==> src/rtl/pxmul_pkg.sv <==
package pxmul_pkg;
  localparam int OPC_W    = 9;
  localparam int DATA_W   = 64;
  localparam int PIX_W    = 8;
  localparam int COEF_W   = 16;
  localparam int LANE_CNT = DATA_W / COEF_W;
  localparam int DBL_CNT  = LANE_CNT / 2;
  localparam int DBL_OFS  = 7;
  localparam int PROD_W   = PIX_W + 1 + COEF_W;

  localparam logic [OPC_W-1:0] OPC_LANE     = 9'h031;
  localparam logic [OPC_W-1:0] OPC_ALPHA_HI = 9'h033;
  localparam logic [OPC_W-1:0] OPC_ALPHA_LO = 9'h035;
  localparam logic [OPC_W-1:0] OPC_BYTE_HI  = 9'h036;
  localparam logic [OPC_W-1:0] OPC_BYTE_LO  = 9'h037;
  localparam logic [OPC_W-1:0] OPC_DBL_HI   = 9'h038;
  localparam logic [OPC_W-1:0] OPC_DBL_LO   = 9'h039;

  typedef enum logic [2:0] {
    MODE_NONE,
    MODE_LANE,
    MODE_ALPHA_HI,
    MODE_ALPHA_LO,
    MODE_BYTE_HI,
    MODE_BYTE_LO,
    MODE_DBL_HI,
    MODE_DBL_LO
  } mulMode_t;

  typedef struct packed {
    logic capture;
    logic validNext;
  } ctrlStrobe_t;

  // Middle 16 bits of an unsigned-by-signed product, rounded on bit 7, wrapping.
  function automatic logic [COEF_W-1:0] scaleMid(input logic [PIX_W-1:0] pix,
                                                 input logic [COEF_W-1:0] coef);
    logic signed [PROD_W-1:0] prod;
    prod = $signed({1'b0, pix}) * $signed(coef);
    return prod[PIX_W+COEF_W-1:PIX_W] + {{(COEF_W-1){1'b0}}, prod[PIX_W-1]};
  endfunction
endpackage

==> src/rtl/pxmul_ctrl.sv <==
module pxmul_ctrl
  import pxmul_pkg::*;
#(
  parameter int OUT_STAGE = 1
) (
  input  logic             clk,
  input  logic             rst,
  input  logic             inValid,
  input  logic [OPC_W-1:0] opCode,
  output mulMode_t         mode,
  output ctrlStrobe_t      strobe,
  output logic             outValid
);
  always_comb begin
    unique case (opCode)
      OPC_LANE:     mode = MODE_LANE;
      OPC_ALPHA_HI: mode = MODE_ALPHA_HI;
      OPC_ALPHA_LO: mode = MODE_ALPHA_LO;
      OPC_BYTE_HI:  mode = MODE_BYTE_HI;
      OPC_BYTE_LO:  mode = MODE_BYTE_LO;
      OPC_DBL_HI:   mode = MODE_DBL_HI;
      OPC_DBL_LO:   mode = MODE_DBL_LO;
      default:      mode = MODE_NONE;
    endcase
  end

  always_comb begin
    strobe.capture   = inValid;
    strobe.validNext = inValid;
  end

  if (OUT_STAGE != 0) begin : g_validReg
    always_ff @(posedge clk) begin
      if (rst) outValid <= 1'b0;
      else     outValid <= strobe.validNext;
    end
  end else begin : g_validComb
    assign outValid = strobe.validNext;
  end
endmodule

==> src/rtl/pxmul_dpath.sv <==
module pxmul_dpath
  import pxmul_pkg::*;
#(
  parameter int OUT_STAGE = 1
) (
  input  logic              clk,
  input  logic              rst,
  input  mulMode_t          mode,
  input  ctrlStrobe_t       strobe,
  input  logic [DATA_W-1:0] srcA,
  input  logic [DATA_W-1:0] srcB,
  output logic [DATA_W-1:0] result
);
  logic [DATA_W-1:0] contrib [LANE_CNT];
  logic [DATA_W-1:0] nextRes;
  logic              laneSel;
  logic              dblSel;

  assign laneSel = (mode == MODE_LANE) || (mode == MODE_ALPHA_HI) || (mode == MODE_ALPHA_LO) ||
                   (mode == MODE_BYTE_HI) || (mode == MODE_BYTE_LO);
  assign dblSel  = (mode == MODE_DBL_HI) || (mode == MODE_DBL_LO);

  for (genvar i = 0; i < LANE_CNT; i++) begin : g_lane
    logic [PIX_W-1:0]  pix;
    logic [COEF_W-1:0] coef;
    logic [COEF_W-1:0] mid;

    always_comb begin
      unique case (mode)
        MODE_LANE, MODE_ALPHA_HI, MODE_ALPHA_LO: pix = srcA[PIX_W*i +: PIX_W];
        MODE_BYTE_HI, MODE_DBL_HI:               pix = srcA[COEF_W*i+PIX_W +: PIX_W];
        MODE_BYTE_LO, MODE_DBL_LO:               pix = srcA[COEF_W*i +: PIX_W];
        default:                                 pix = '0;
      endcase
    end

    always_comb begin
      unique case (mode)
        MODE_ALPHA_HI: coef = srcB[2*COEF_W-1:COEF_W];
        MODE_ALPHA_LO: coef = srcB[COEF_W-1:0];
        default:       coef = srcB[COEF_W*i +: COEF_W];
      endcase
    end

    assign mid = scaleMid(pix, coef);

    if (i < DBL_CNT) begin : g_dblCap
      assign contrib[i] = laneSel ? (DATA_W'(mid) << (COEF_W*i)) :
                          dblSel  ? (DATA_W'(mid) << (2*COEF_W*i + DBL_OFS)) : '0;
    end else begin : g_laneOnly
      assign contrib[i] = laneSel ? (DATA_W'(mid) << (COEF_W*i)) : '0;
    end
  end

  always_comb begin
    nextRes = '0;
    for (int k = 0; k < LANE_CNT; k++) nextRes = nextRes | contrib[k];
  end

  if (OUT_STAGE != 0) begin : g_resReg
    always_ff @(posedge clk) begin
      if (rst)                 result <= '0;
      else if (strobe.capture) result <= nextRes;
    end
  end else begin : g_resComb
    assign result = nextRes;
  end
endmodule

==> src/rtl/pixel_scale_mul.sv <==
module pixel_scale_mul
  import pxmul_pkg::*;
#(
  parameter int OUT_STAGE = 1
) (
  input  logic              clk,
  input  logic              rst,
  input  logic              inValid,
  input  logic [OPC_W-1:0]  opCode,
  input  logic [DATA_W-1:0] srcA,
  input  logic [DATA_W-1:0] srcB,
  output logic              outValid,
  output logic [DATA_W-1:0] result
);
  mulMode_t    mode;
  ctrlStrobe_t strobe;

  pxmul_ctrl #(.OUT_STAGE(OUT_STAGE)) u_ctrl (
    .clk(clk), .rst(rst), .inValid(inValid), .opCode(opCode),
    .mode(mode), .strobe(strobe), .outValid(outValid)
  );

  pxmul_dpath #(.OUT_STAGE(OUT_STAGE)) u_dpath (
    .clk(clk), .rst(rst), .mode(mode), .strobe(strobe),
    .srcA(srcA), .srcB(srcB), .result(result)
  );
endmodule

==> config.mk <==
export PLATFORM = sky130hd
export DESIGN_NAME = pixel_scale_mul
export DESIGN_NICKNAME = d
export VERILOG_FILES = /design/src/rtl/pxmul_pkg.sv /design/src/rtl/pxmul_ctrl.sv /design/src/rtl/pxmul_dpath.sv /design/src/rtl/pixel_scale_mul.sv
export SDC_FILE = /design/constraint.sdc
export NUM_CORES = 2
export LEC_CHECK = 0
export BUFFER_PORTS_ARGS = -buffer_cell sky130_fd_sc_hd__buf_2
export CAP_MARGIN = 0
export CORE_MARGIN = 3
export CORE_UTILIZATION = 35
export CTS_BUF_LIST = sky130_fd_sc_hd__clkbuf_2
export DETAILED_ROUTE_END_ITERATION = 7
export GPL_ROUTABILITY_DRIVEN = 0
export GPL_TIMING_DRIVEN = 1
export SYNTH_ARGS = -nofsm -noshare
export SYNTH_HDL_FRONTEND = slang
export SYNTH_HIERARCHICAL = 1
export SYNTH_SLANG_ARGS = --single-unit
==> constraint.sdc <==
create_clock -name clk -period 9.5 [get_ports clk]
set_input_delay 1.9 -clock clk [delete_from_list [all_inputs] [get_ports clk]]
set_output_delay 1.9 -clock clk [all_outputs]
set_load 0.005 [all_outputs]
==> flow_summary.ini <==
[worst_setup_path]
cp_max_fo = 19
worst_setup_path_start_kind = input pin
worstPathRequired_ps = 10080
cp_slowest_cell = or4_4
critPathKind = input pin to flip-flop
path_common_cell = fa_1
worst_ep_arrival_time_ps = 9450
cp_slowest_stage_delay_ps = 550
crit_buf_inv = 7
crit_path_end_kind = flip-flop
critPathTopFamily = adder cells

[timing]
slew_headroom_pct = 26.0
grt_setup_unrepaired = false
min_period_ps = 8860
timing.final.crit_share_pct = 93.3
finalSetupTns_ps = 0
setup_viol = 0
drv_slew = 0
fin_skew_ps = 0
hold-worst-slack_ps = 479
worst_slack_ps = 635
fmax_ghz = 0.113
hold_violations = 0
tightest_slew_ps = 1110

[routing]
drt-total-wl_mm = 77.1
dr.pass1.iters = 6
ant_nets = 0
vias = 21800
drc = 0
drt_iter0_drc = 1446
wire_per_inst_um = 17.9
via_per_inst = 5.04

[final_layout]
syn2layout_area_growth_pct = 23.8
nets = 4158
regArea_sq_mm = 0.00130
fin_util_pct = 43.8
multi_input_area_sq_mm = 0.0197
drive_gt1_share_pct = 22.5
fin_area_sq_mm = 0.0289
fill_cells = 6631
stdcell_count = 4316

[floorplanning]
core_area_sq_mm = 0.0659
fp-row-count = 94
die_y_um = 264
io_pins = 205
start_util_pct = 35.4
die_area_sq_mm = 0.0698
fp.dieW_um = 264

[clocking]
clkLatencyLatePin_ps = 680
htree_levels = 3
clock_sinks = 65
post_cts.repair.setup_buffers = 0
clockBufferDepth = 2
cts_root_buffer = clkbuf_2
cts_tree = built
path_clk_slew_ps = 230
cts_hold_buf = 0
cts.repair.resized = 0
cts_buffers = 9

[global_routing]
grt_max_degree = 52
grt_use_total_pct = 22.5
grt_pass1_wl_mm = 124
grt_pass1_vias = 22600
antenna_found_initial = 4
grt_overflow = 0

[status]
outcome = finished clean

[placed_design]
dp.cells = 4295
placed_area_sq_mm = 0.0288
pre_cts_ws_ps = 1.25
port_buffers = 204
place_hpwl_mm = 67.4

[synth]
synthesis.area_sq_mm = 0.0233
yosys_warnings = 6
syn_area_per_cell_sq_um = 8.14
synth_fp_nets = 3582
syn-instance-count = 2866

[power]
fin_total_pwr_uw = 882
ir_drop_mv = 0.0569
powerDensity_mw_per_mm2 = 30.5
power_leakage_nw = 15.2

[worst_hold_path]
hold_class = flip-flop to flip-flop

[flow_run]
drv_cap = 0
-- routing by layer --
layer  vias to the layer above  track usage, %  wire length (um)
li1                      10400               -                 -
met1                     10700            29.8             33400
met2                       633            37.5             35900
met3                        92            4.10              5430
met4                         0            6.43              2410
met5                         -               0                 0
-- layout make-up --
class | instances | area share, %
clock buffer | 9 | 0.156
sequential | 65 | 4.51
inverter | 521 | 6.77
multi-input combinational | 2176 | 68.3
timing repair buffer | 669 | 16.2
tap | 864 | 3.74
clock inverter | 7 | 0.247
antenna | 5 | 0.0433
-- flip-flops by register name, indices dropped and copies added, names as in the netlist --
| register | count |
|---|---|
| u_dpath/result | 64 |
| u_ctrl/outValid | 1 |
-- path summary, 6_finish.rpt --
path	from	end	slack, ps	depth (start not counted)
worst max-delay path	opCode[7]	u_dpath/result[47]	640	27
worst min register to register	u_dpath/result[59]	u_dpath/result[59]	480	2
worst min-delay path	u_dpath/result[59]	u_dpath/result[59]	480	2
worst max register to register	u_dpath/result[15]	u_dpath/result[15]	8280	4
-- where the power goes --
part           internal, mW  switching [mW]  total (mW)
sequential            0.278         0.00339       0.282
clock                0.0601           0.134       0.194
combinational         0.172           0.235       0.407
total                 0.510           0.372       0.882
-- worst reg2reg max path, stage by stage, from the launching register on --
cell,delay [ps]
dfxtp_1,440
o21bai_1,90
nor2_1,140
or4b_1,440
nand3_1,90
-- layout by cell type, fill, tap and decap left out, types with 25 or more instances in the layout --
cell	instances
inv_1	519
buf_2	204
a31oi_1	30
o21ai_0	66
dfxtp_1	65
a21oi_1	70
mux2i_1	67
nor3_1	44
mux2_2	37
fa_1	396
nand3_1	38
buf_4	451
xor2_1	45
a211oi_1	25
nand2b_1	58
o21a_1	33
a21o_1	36
xnor2_1	77
ha_1	180
nor2b_1	30
nand2_1	284
nor2_1	361
a22oi_1	26
Power figures use the tool's default switching activity.
